## config.mk

```make
export PLATFORM = sky130hd
export DESIGN_NAME = gpio_lock_port
export DESIGN_NICKNAME = d
export VERILOG_FILES = /design/src/rtl/gpio_port_pkg.sv /design/src/rtl/gpio_rst_sync.sv /design/src/rtl/gpio_in_sync.sv /design/src/rtl/gpio_cfg_regs.sv /design/src/rtl/gpio_pad_drive.sv /design/src/rtl/gpio_lock_port.sv
export SDC_FILE = /design/constraint.sdc
export NUM_CORES = 1
export LEC_CHECK = 0
export CORE_ASPECT_RATIO = 1.2
export CORE_MARGIN = 5
export CORE_UTILIZATION = 40
export DETAILED_ROUTE_END_ITERATION = 6
export DONT_BUFFER_PORTS = 1
export PLACE_DENSITY = 0.61
export SYNTH_ARGS = -nofsm -noshare
export SYNTH_HDL_FRONTEND = slang
export SYNTH_SLANG_ARGS = --single-unit
```

## constraint.sdc

```tcl
create_clock -name clk -period 2.6 [get_ports clk]
set_input_delay 0.52 -clock clk [delete_from_list [all_inputs] [get_ports clk]]
set_output_delay 0.52 -clock clk [all_outputs]
set_load 0.05 [all_outputs]
```

## src/rtl/gpio_port_pkg.sv

```systemverilog
package gpio_port_pkg;
  localparam int ADDR_W = 3;

  typedef enum logic [ADDR_W-1:0] {
    RA_DIR   = 3'd0,
    RA_DOUT  = 3'd1,
    RA_OTYPE = 3'd2,
    RA_PEN   = 3'd3,
    RA_PDN   = 3'd4,
    RA_LOCK  = 3'd5,
    RA_DIN   = 3'd6,
    RA_SPARE = 3'd7
  } gpio_reg_e;
endpackage

```

## src/rtl/gpio_rst_sync.sv

```systemverilog
module gpio_rst_sync #(
  parameter int STAGES = 2
) (
  input  logic clk,
  input  logic rst_n,
  output logic rst_sync_n
);
  logic [STAGES-1:0] chain_q;
  logic [STAGES-1:0] chain_d;

  always_comb chain_d = {chain_q[STAGES-2:0], 1'b1};

  always_ff @(posedge clk or negedge rst_n) begin
    if (!rst_n) chain_q <= '0;
    else        chain_q <= chain_d;
  end

  assign rst_sync_n = chain_q[STAGES-1];
endmodule

```

## src/rtl/gpio_in_sync.sv

```systemverilog
module gpio_in_sync #(
  parameter int W = 8
) (
  input  logic         clk,
  input  logic         rst_n,
  input  logic [W-1:0] pad_in,
  output logic [W-1:0] din
);
  logic [W-1:0] meta_q, stab_q;

  always_ff @(posedge clk or negedge rst_n) begin
    if (!rst_n) begin
      meta_q <= '0;
      stab_q <= '0;
    end else begin
      meta_q <= pad_in;
      stab_q <= meta_q;
    end
  end

  assign din = stab_q;

  // settle counter used only by the latency check
  logic [1:0] settle_q;
  always_ff @(posedge clk or negedge rst_n) begin
    if (!rst_n)                 settle_q <= 2'd0;
    else if (settle_q != 2'd2)  settle_q <= settle_q + 2'd1;
  end

  assert_din_latency_R5: assert property (@(posedge clk) disable iff (!rst_n)
    (settle_q == 2'd2) |-> (din == $past(pad_in, 2)));
endmodule

```

## src/rtl/gpio_cfg_regs.sv

```systemverilog
module gpio_cfg_regs
  import gpio_port_pkg::*;
#(
  parameter int W = 8
) (
  input  logic              clk,
  input  logic              rst_n,
  input  logic              wr_en,
  input  logic [ADDR_W-1:0] addr,
  input  logic [W-1:0]      wdata,
  input  logic [W-1:0]      wmask,
  output logic [W-1:0]      dir,
  output logic [W-1:0]      dout,
  output logic [W-1:0]      otype,
  output logic [W-1:0]      pen,
  output logic [W-1:0]      pdn,
  output logic [W-1:0]      lock
);
  logic [W-1:0] dir_q, dout_q, otype_q, pen_q, pdn_q, lock_q;
  logic [W-1:0] dir_d, dout_d, otype_d, pen_d, pdn_d, lock_d;
  logic [W-1:0] eff_mask;
  gpio_reg_e    sel;

  always_comb begin
    sel      = gpio_reg_e'(addr);
    eff_mask = wmask & ~lock_q;
    dir_d    = dir_q;
    dout_d   = dout_q;
    otype_d  = otype_q;
    pen_d    = pen_q;
    pdn_d    = pdn_q;
    lock_d   = lock_q;
    if (wr_en) begin
      unique case (sel)
        RA_DIR:   dir_d   = (dir_q   & ~eff_mask) | (wdata & eff_mask);
        RA_DOUT:  dout_d  = (dout_q  & ~eff_mask) | (wdata & eff_mask);
        RA_OTYPE: otype_d = (otype_q & ~eff_mask) | (wdata & eff_mask);
        RA_PEN:   pen_d   = (pen_q   & ~eff_mask) | (wdata & eff_mask);
        RA_PDN:   pdn_d   = (pdn_q   & ~eff_mask) | (wdata & eff_mask);
        RA_LOCK:  lock_d  = lock_q | (wdata & wmask);
        default:  ;
      endcase
    end
  end

  always_ff @(posedge clk or negedge rst_n) begin
    if (!rst_n) begin
      dir_q   <= '0;
      dout_q  <= '0;
      otype_q <= '0;
      pen_q   <= '0;
      pdn_q   <= '0;
      lock_q  <= '0;
    end else if (wr_en) begin
      dir_q   <= dir_d;
      dout_q  <= dout_d;
      otype_q <= otype_d;
      pen_q   <= pen_d;
      pdn_q   <= pdn_d;
      lock_q  <= lock_d;
    end
  end

  assign dir   = dir_q;
  assign dout  = dout_q;
  assign otype = otype_q;
  assign pen   = pen_q;
  assign pdn   = pdn_q;
  assign lock  = lock_q;

  assert_lock_sticky_R8: assert property (@(posedge clk) disable iff (!rst_n)
    1'b1 |=> (($past(lock_q) & ~lock_q) == '0));

  assert_locked_dir_R7: assert property (@(posedge clk) disable iff (!rst_n)
    1'b1 |=> ((dir_q & $past(lock_q)) == ($past(dir_q) & $past(lock_q))));

  assert_locked_dout_R7: assert property (@(posedge clk) disable iff (!rst_n)
    1'b1 |=> ((dout_q & $past(lock_q)) == ($past(dout_q) & $past(lock_q))));

  assert_locked_pull_R7: assert property (@(posedge clk) disable iff (!rst_n)
    1'b1 |=> (((pen_q | pdn_q) & $past(lock_q)) ==
              (($past(pen_q) | $past(pdn_q)) & $past(lock_q))));

  assert_unmasked_keep_R6: assert property (@(posedge clk) disable iff (!rst_n)
    (wr_en && addr == RA_OTYPE) |=>
      ((otype_q & ~$past(wmask)) == ($past(otype_q) & ~$past(wmask))));
endmodule

```

## src/rtl/gpio_pad_drive.sv

```systemverilog
module gpio_pad_drive #(
  parameter int W = 8
) (
  input  logic [W-1:0] dir,
  input  logic [W-1:0] dout,
  input  logic [W-1:0] otype,
  input  logic [W-1:0] pen,
  input  logic [W-1:0] pdn,
  output logic [W-1:0] pad_oe,
  output logic [W-1:0] pad_out,
  output logic [W-1:0] pad_pu,
  output logic [W-1:0] pad_pd
);
  for (genvar p = 0; p < W; p++) begin : g_pin
    always_comb begin
      if (otype[p]) begin
        pad_oe[p]  = dir[p] & ~dout[p];
        pad_out[p] = 1'b0;
      end else begin
        pad_oe[p]  = dir[p];
        pad_out[p] = dout[p];
      end
      pad_pu[p] = pen[p] & ~pdn[p];
      pad_pd[p] = pen[p] &  pdn[p];
    end
  end

  always_comb begin
    assert_od_never_high_R3: assert ((pad_out & pad_oe & otype) == '0);
    assert_pull_exclusive_R4: assert ((pad_pu & pad_pd) == '0);
  end
endmodule

```

## src/rtl/gpio_lock_port.sv

```systemverilog
module gpio_lock_port
  import gpio_port_pkg::*;
#(
  parameter int PINS = 8
) (
  input  logic              clk,
  input  logic              rst_n,
  input  logic              reg_wr,
  input  logic [ADDR_W-1:0] reg_addr,
  input  logic [PINS-1:0]   reg_wdata,
  input  logic [PINS-1:0]   reg_wmask,
  output logic [PINS-1:0]   reg_rdata,
  input  logic [PINS-1:0]   pad_in,
  output logic [PINS-1:0]   pad_oe,
  output logic [PINS-1:0]   pad_out,
  output logic [PINS-1:0]   pad_pu,
  output logic [PINS-1:0]   pad_pd
);
  logic            rst_int_n;
  logic [PINS-1:0] dir, dout, otype, pen, pdn, lock, din;

  gpio_rst_sync #(.STAGES(2)) u_rst (
    .clk(clk), .rst_n(rst_n), .rst_sync_n(rst_int_n)
  );

  gpio_in_sync #(.W(PINS)) u_insync (
    .clk(clk), .rst_n(rst_int_n), .pad_in(pad_in), .din(din)
  );

  gpio_cfg_regs #(.W(PINS)) u_regs (
    .clk(clk), .rst_n(rst_int_n), .wr_en(reg_wr), .addr(reg_addr),
    .wdata(reg_wdata), .wmask(reg_wmask),
    .dir(dir), .dout(dout), .otype(otype), .pen(pen), .pdn(pdn), .lock(lock)
  );

  gpio_pad_drive #(.W(PINS)) u_drive (
    .dir(dir), .dout(dout), .otype(otype), .pen(pen), .pdn(pdn),
    .pad_oe(pad_oe), .pad_out(pad_out), .pad_pu(pad_pu), .pad_pd(pad_pd)
  );

  always_comb begin
    unique case (gpio_reg_e'(reg_addr))
      RA_DIR:   reg_rdata = dir;
      RA_DOUT:  reg_rdata = dout;
      RA_OTYPE: reg_rdata = otype;
      RA_PEN:   reg_rdata = pen;
      RA_PDN:   reg_rdata = pdn;
      RA_LOCK:  reg_rdata = lock;
      RA_DIN:   reg_rdata = din;
      default:  reg_rdata = '0;
    endcase
  end
endmodule

```

==> results of run 1 <==
-- Yosys cell counts --
master                      number  area share [%]
sky130_fd_sc_hd__a21oi_1         1            0.15
sky130_fd_sc_hd__o211ai_1        2            0.46
sky130_fd_sc_hd__and4b_1         3            0.92
sky130_fd_sc_hd__conb_1          1            0.11
sky130_fd_sc_hd__nand2_1        37             4.2
sky130_fd_sc_hd__nand3b_1        2            0.46
sky130_fd_sc_hd__nand3_1         4            0.61
sky130_fd_sc_hd__nor4b_4         1            0.73
sky130_fd_sc_hd__o221a_2         4             1.4
sky130_fd_sc_hd__a32oi_1         3            0.80
sky130_fd_sc_hd__nor2b_1        27             5.2
sky130_fd_sc_hd__a21boi_0        8             1.8
sky130_fd_sc_hd__mux2i_1        15             4.6
sky130_fd_sc_hd__and2_1          8             1.5
sky130_fd_sc_hd__o21a_1          2            0.46
sky130_fd_sc_hd__buf_6           2            0.69
sky130_fd_sc_hd__a31oi_1         2            0.38
sky130_fd_sc_hd__a2bb2oi_1       1            0.27
sky130_fd_sc_hd__buf_2           7             1.1
sky130_fd_sc_hd__buf_4           2            0.46
sky130_fd_sc_hd__nor3b_1         8             1.8
sky130_fd_sc_hd__nor2_1          2            0.23
sky130_fd_sc_hd__nand2b_1        2            0.38
sky130_fd_sc_hd__mux2_4          7             3.2
sky130_fd_sc_hd__dfrtp_1        66              50
sky130_fd_sc_hd__clkbuf_1        2            0.23
sky130_fd_sc_hd__mux2_1          1            0.34
sky130_fd_sc_hd__mux4_2          1            0.69
sky130_fd_sc_hd__nand4b_1        1            0.27
sky130_fd_sc_hd__and4bb_2        1            0.38
sky130_fd_sc_hd__o21ai_0         2            0.31
sky130_fd_sc_hd__a31o_2          4             1.1
sky130_fd_sc_hd__mux2_2         35              12
sky130_fd_sc_hd__nor4bb_1        2            0.61
sky130_fd_sc_hd__a221oi_1        4             1.1
sky130_fd_sc_hd__inv_1           5            0.57
-- routing by layer --
metal | vias up | global-route usage, %
li1 | 1058 | -
met1 | 1098 | 20.2
met5 | - | 0
met3 | 13 | 5.31
met2 | 57 | 26.3
met4 | 0 | 6.48
-- where the power goes --
part / total [mW] / internal (mW) / switching [mW]
Sequential: 1.24 / 1.13 / 0.102
Clock: 0.729 / 0.337 / 0.392
Combinational: 0.673 / 0.259 / 0.413
-- how the worst min path moves through the flow --
stage               depth (start not counted)                 end  slack, ps
finish                                      0  u_insync.meta_q[5]        190
CTS                                         0  u_insync.meta_q[6]        180
global route                                0  u_insync.meta_q[5]        170
global placement                            0    u_rst.chain_q[0]        220
detailed placement                          0    u_rst.chain_q[1]        220
floorplan                                   0    u_rst.chain_q[0]        220
-- worst max-delay path, stage by stage, from the launching register on --
cell	delay (ps)
sky130_fd_sc_hd__dfrtp_1	410
sky130_fd_sc_hd__mux4_2	470
sky130_fd_sc_hd__nand2_1	70
sky130_fd_sc_hd__o21ai_1	90
sky130_fd_sc_hd__buf_4	200
-- metrics by stage --
stage               hold slack (ps)  total power, mW
detailed placement              224             1.93
finish                          194             2.64
floorplan                       224             1.77
global route                    170             2.77
global placement                224             1.92
CTS                             175             2.67
-- kinds of logic after synthesis --
kind of cell	after synthesis	synth area share, %
buffers and inverters	18	3.02
flip-flops	66	50.5
AO/OA/AOI/OAI	33	8.18
AND/OR/NAND/NOR	98	17.4
other	1	0.115
multiplexers	59	20.9
-- layout make-up --
class,instances,area [um2]
clock buffers,10,128
clock inverters,5,32.5
fillers,737,4260
inverters,5,18.8
multi-input cells,191,1550
flip-flops and latches,66,1650
well taps,95,119
repair buffers,39,295
-- cell usage in the layout (no fill, tap or decap), drive strengths merged, types with 3 or more instances in the layout --
cell / n
dfrtp: 66
mux2: 43
buf: 38
nand2: 37
nor2b: 27
mux2i: 15
clkbuf: 10
nor3b: 8
and2: 8
a21boi: 8
inv: 5
o221a: 4
a221oi: 4
a31o: 4
nand3: 4
a32oi: 3
and4b: 3
clkinvlp: 3
==> results.yml, run 1 <==
critical_path:
  required_ps: 2080
  critPathCapture: "reg_rdata[7]"
  crit_arrival_ps: 1580
  timing.critical_path.to_type: "output pin"
  r2r_start: "u_regs.lock[7]"
  reg2reg_setup_slack_ps: 1260
  class_of_the_most_critical_setup_path: "flip-flop to output pin"
  crit_start_category: "flip-flop"
  worst-r2r-cell-count: 3
  cp_max_fo: 4
detailed_routing:
  vias_per_cell: 5.42
  drt_drc_violations_left: 0
  drt_pre_antenna_iters: 4
  ant_nets: 0
  dr_total_vias: 2226
  wl_met1_mm: 3.26
  wire_length_reported_by_the_detailed_router_mm: 7.58
  detail_route.iter0.violations: 82
  routed_wire_length_per_instance_um: 18.4
  route.top_layer_used: "met4"
  met2WireLength_mm: 3.74
  wl_met3_um: 462
timing:
  max_slew_headroom_pct: 54.2
  setup_tns_ps: 0
  fmax_ghz: 0.477
  final-hold-violation-count: 0
  setup-violations-final: 0
  min_period_ps: 2100
  timing.final.ws_setup_ps: 504
  final.period_utilization_pct: 80.6
  timing.final.max_slew_violations: 0
  grt_setup_unrepaired: "false"
  max_slew.worst_pin.slew_ps: 687
  final.setup_skew_ps: 6.55
floorplan:
  die_height_um: 109
  floorplan.initialDensity_pct: 40.6
  design.core.area_um2: 8060
  fp.dieArea_um2: 10100
  std_cell_rows: 36
  io_pins: 70
  die_x_um: 92.6
final_layout:
  num-nets-final: 342
  areaGrowthSynthToFinish_pct: 16.1
  final_core_utilization_pct: 47.1
  post_route_cells_drive_above_1_share_pct: 35.1
  postLayoutCellArea_um2: 3800
  fin_cells: 411
  antennaDiodeCount: 0
cts:
  clkLatencyLatePin_ps: 340
  post_cts_setup_buffers: 0
  largest_buffer_count_on_any_clock_path: 2
  tritoncts: "done"
  cts.hold.buffers_added: 1
  numCtsBuffers: 9
  clock_sink_count: 66
  cts_root_cell: "sky130_fd_sc_hd__clkbuf_8"
  cts_resized: 0
  clk_transition_reported_paths_ps: 70
  cts.htree.levels: 3
placed_design:
  globalplace.congestion: 0.837
  portBuffers: 0
  place.detailed.instances: 395
  preCtsSetupSlack_ps: 650
  post-dp-hpwl_mm: 5.45
  place_area_um2: 3630
synth:
  post_synth.cell_area_avg_um2: 11.9
  syn-num-nets: 305
  yosys_register_bits: 66
  yosysWarningCount: 0
  synth_cell_type_count: 36
  postSynthCellCount: 275
  post_synth_instance_area_um2: 3270
  ys_seq_area_share_pct: 50.5
global_route:
  grt_usage_pct: 16.3
  antenna_violations_before_repair: 0
  global_route.overflow_total: 0
  grt_pass1_vias: 2342
  wire_length_of_the_first_global_routing_pass_mm: 12.6
  grt_max_degree: 35
power_and_ir_drop:
  cellLeakagePower_nw: 1.72
  power_per_cell_area_nw_per_um2: 694
  ir_drop_uv: 391
hold_path:
  holdCritStartpoint: "pad_in[5]"
  timing.hold.worst.class: "input pin to flip-flop"
run:
  cap_violations: 0
outcome:
  outcome: "finished, final reports clean"
Note: power is estimated with default switching activity, not from simulation.
==> inputs of run 2 (changes only) <==
==> constraint.sdc (replaced) <==
create_clock -name clk -period 2.2 [get_ports clk]
set_input_delay 0.44 -clock clk [delete_from_list [all_inputs] [get_ports clk]]
set_output_delay 0.44 -clock clk [all_outputs]
set_load 0.05 [all_outputs]
==> run 2 against run 1 <==
Clock-buffer cell count increased by 3. Critical path depth unchanged. Largest cell class unchanged. Wire length grew 0.95%. Worst hold slack worse by 82 ps. Setup slack lost 310 ps. Cell area grew 0.56%. Cell count increased by 0.49%. Core utilization is 0.26 points higher. Combinational power rose by 19%.
==> results.yml, run 2 (synthesis gave the netlist of run 1 again) <==
run:
  cap_violations: 0
timing:
  max_slew.worst_pin.slew_ps: 627
  timing.final.ws_setup_ps: 192
  final.setup_skew_ps: 5.26
  max_slew_headroom_pct: 58.2
  setup-violations-final: 0
  final.period_utilization_pct: 91.3
  timing.final.max_slew_violations: 0
  fmax_ghz: 0.498
  min_period_ps: 2010
  final-hold-violation-count: 0
  grt_setup_unrepaired: "false"
critical_path:
  class_of_the_most_critical_setup_path: "flip-flop to output pin"
  reg2reg_setup_slack_ps: 890
  crit_arrival_ps: 1570
  worst-r2r-cell-count: 3
  r2r_start: "u_regs.lock[7]"
  critPathCapture: "reg_rdata[7]"
  required_ps: 1760
  crit_start_category: "flip-flop"
  timing.critical_path.to_type: "output pin"
  cp_max_fo: 4
global_route:
  grt_pass1_vias: 2285
  grt_max_degree: 39
  wire_length_of_the_first_global_routing_pass_mm: 12.2
  global_route.overflow_total: 0
  grt_usage_pct: 16.0
  antenna_violations_before_repair: 0
cts:
  tritoncts: "done"
  cts.htree.levels: 3
  cts.hold.buffers_added: 1
  post_cts_setup_buffers: 0
  cts_resized: 0
  numCtsBuffers: 9
  clk_transition_reported_paths_ps: 70
  largest_buffer_count_on_any_clock_path: 2
  cts_root_cell: "sky130_fd_sc_hd__clkbuf_8"
  clock_sink_count: 66
  clkLatencyLatePin_ps: 350
final_layout:
  antennaDiodeCount: 0
  areaGrowthSynthToFinish_pct: 16.7
  n_fill_cell: 748
  fin_cells: 413
  layout.cells.most_common_list: "sky130_fd_sc_hd__dfrtp_1 (65), sky130_fd_sc_hd__buf_4 (38), sky130_fd_sc_hd__nand2_1 (37)"
  post_route_cells_drive_above_1_share_pct: 34.9
  postLayoutCellArea_um2: 3820
  num-nets-final: 343
  mostFrequentLayoutCell: "sky130_fd_sc_hd__dfrtp_1"
floorplan:
  die_x_um: 92.6
  floorplan.initialDensity_pct: 40.6
  std_cell_rows: 36
  die_height_um: 109
  fp.dieArea_um2: 10100
  design.core.area_um2: 8060
  io_pins: 70
detailed_routing:
  routed_wire_length_per_instance_um: 18.5
  vias_per_cell: 5.38
  ant_nets: 0
  detail_route.iter0.violations: 94
  dr_total_vias: 2221
  drt_drc_violations_left: 0
  drt_pre_antenna_iters: 4
  wire_length_reported_by_the_detailed_router_mm: 7.65
power_and_ir_drop:
  cellLeakagePower_nw: 1.74
  power_per_cell_area_nw_per_um2: 824
  ir_drop_uv: 287
  power.total_mw: 3.15
placed_design:
  place_area_um2: 3650
  post-dp-hpwl_mm: 5.41
  place.detailed.instances: 396
  portBuffers: 0
  globalplace.congestion: 0.813
  preCtsSetupSlack_ps: 374
hold_path:
  timing.hold.worst.class: "input pin to flip-flop"
outcome:
  outcome: "finished, final reports clean"
==> run 2: area by class of cell <==
class                           count  area, um2  area share (%)
Clock buffer                       13        149            3.90
Clock inverter                      3       15.0           0.393
Inverter                            5       18.8           0.491
Multi-Input combinational cell    191       1550            40.6
Sequential cell                    66       1650            43.3
Tap cell                           95        119            3.11
Timing Repair Buffer               40        315            8.25
==> run 2: report_power, final <==
group | internal [mW] | switching (mW) | total, mW | leakage (nW)
registers | 1.34 | 0.121 | 1.46 | 0.814
logic | 0.310 | 0.490 | 0.800 | 0.842
clock network | 0.435 | 0.453 | 0.888 | 0.0872
==> run 2: how the worst min path moves through the flow <==
stage	from	endpoint	slack, ps	cells past startpoint
2_1_floorplan	rst_n	u_rst.chain_q[0]	140	0
3_3_place_gp	rst_n	u_rst.chain_q[0]	140	0
3_5_place_dp	rst_n	u_rst.chain_q[1]	140	0
4_1_cts	pad_in[7]	u_insync.meta_q[7]	100	0
5_1_grt	pad_in[0]	u_insync.meta_q[0]	90	0
6_report	pad_in[0]	u_insync.meta_q[0]	110	0
==> run 2: per-stage QoR <==
stage,setup TNS (ps),hold WS (ps),utilization [%]
final,0,112,47.4
after global routing,0,91.8,47.4
after detailed placement,0,144,45.2
after CTS,0,96.0,47.4
after floorplan,-535,144,-
after global placement,0,144,45.2
==> run 2: worst max-delay path, cell delays in order, from the launching register on <==
cell and delay (ps):
sky130_fd_sc_hd__dfrtp_1 410, sky130_fd_sc_hd__mux4_2 460, sky130_fd_sc_hd__nand2_1 90, sky130_fd_sc_hd__o21ai_2 70
sky130_fd_sc_hd__buf_4 190
==> run 2: routing by layer <==
layer / wire (um) / up-vias / global-route usage, %
met4: 220 / 0 / 8.60
met1: 3280 / 1090 / 20.1
li1: - / 1055 / -
met5: 0 / - / 0
met3: 496 / 19 / 5.11
met2: 3660 / 57 / 24.7
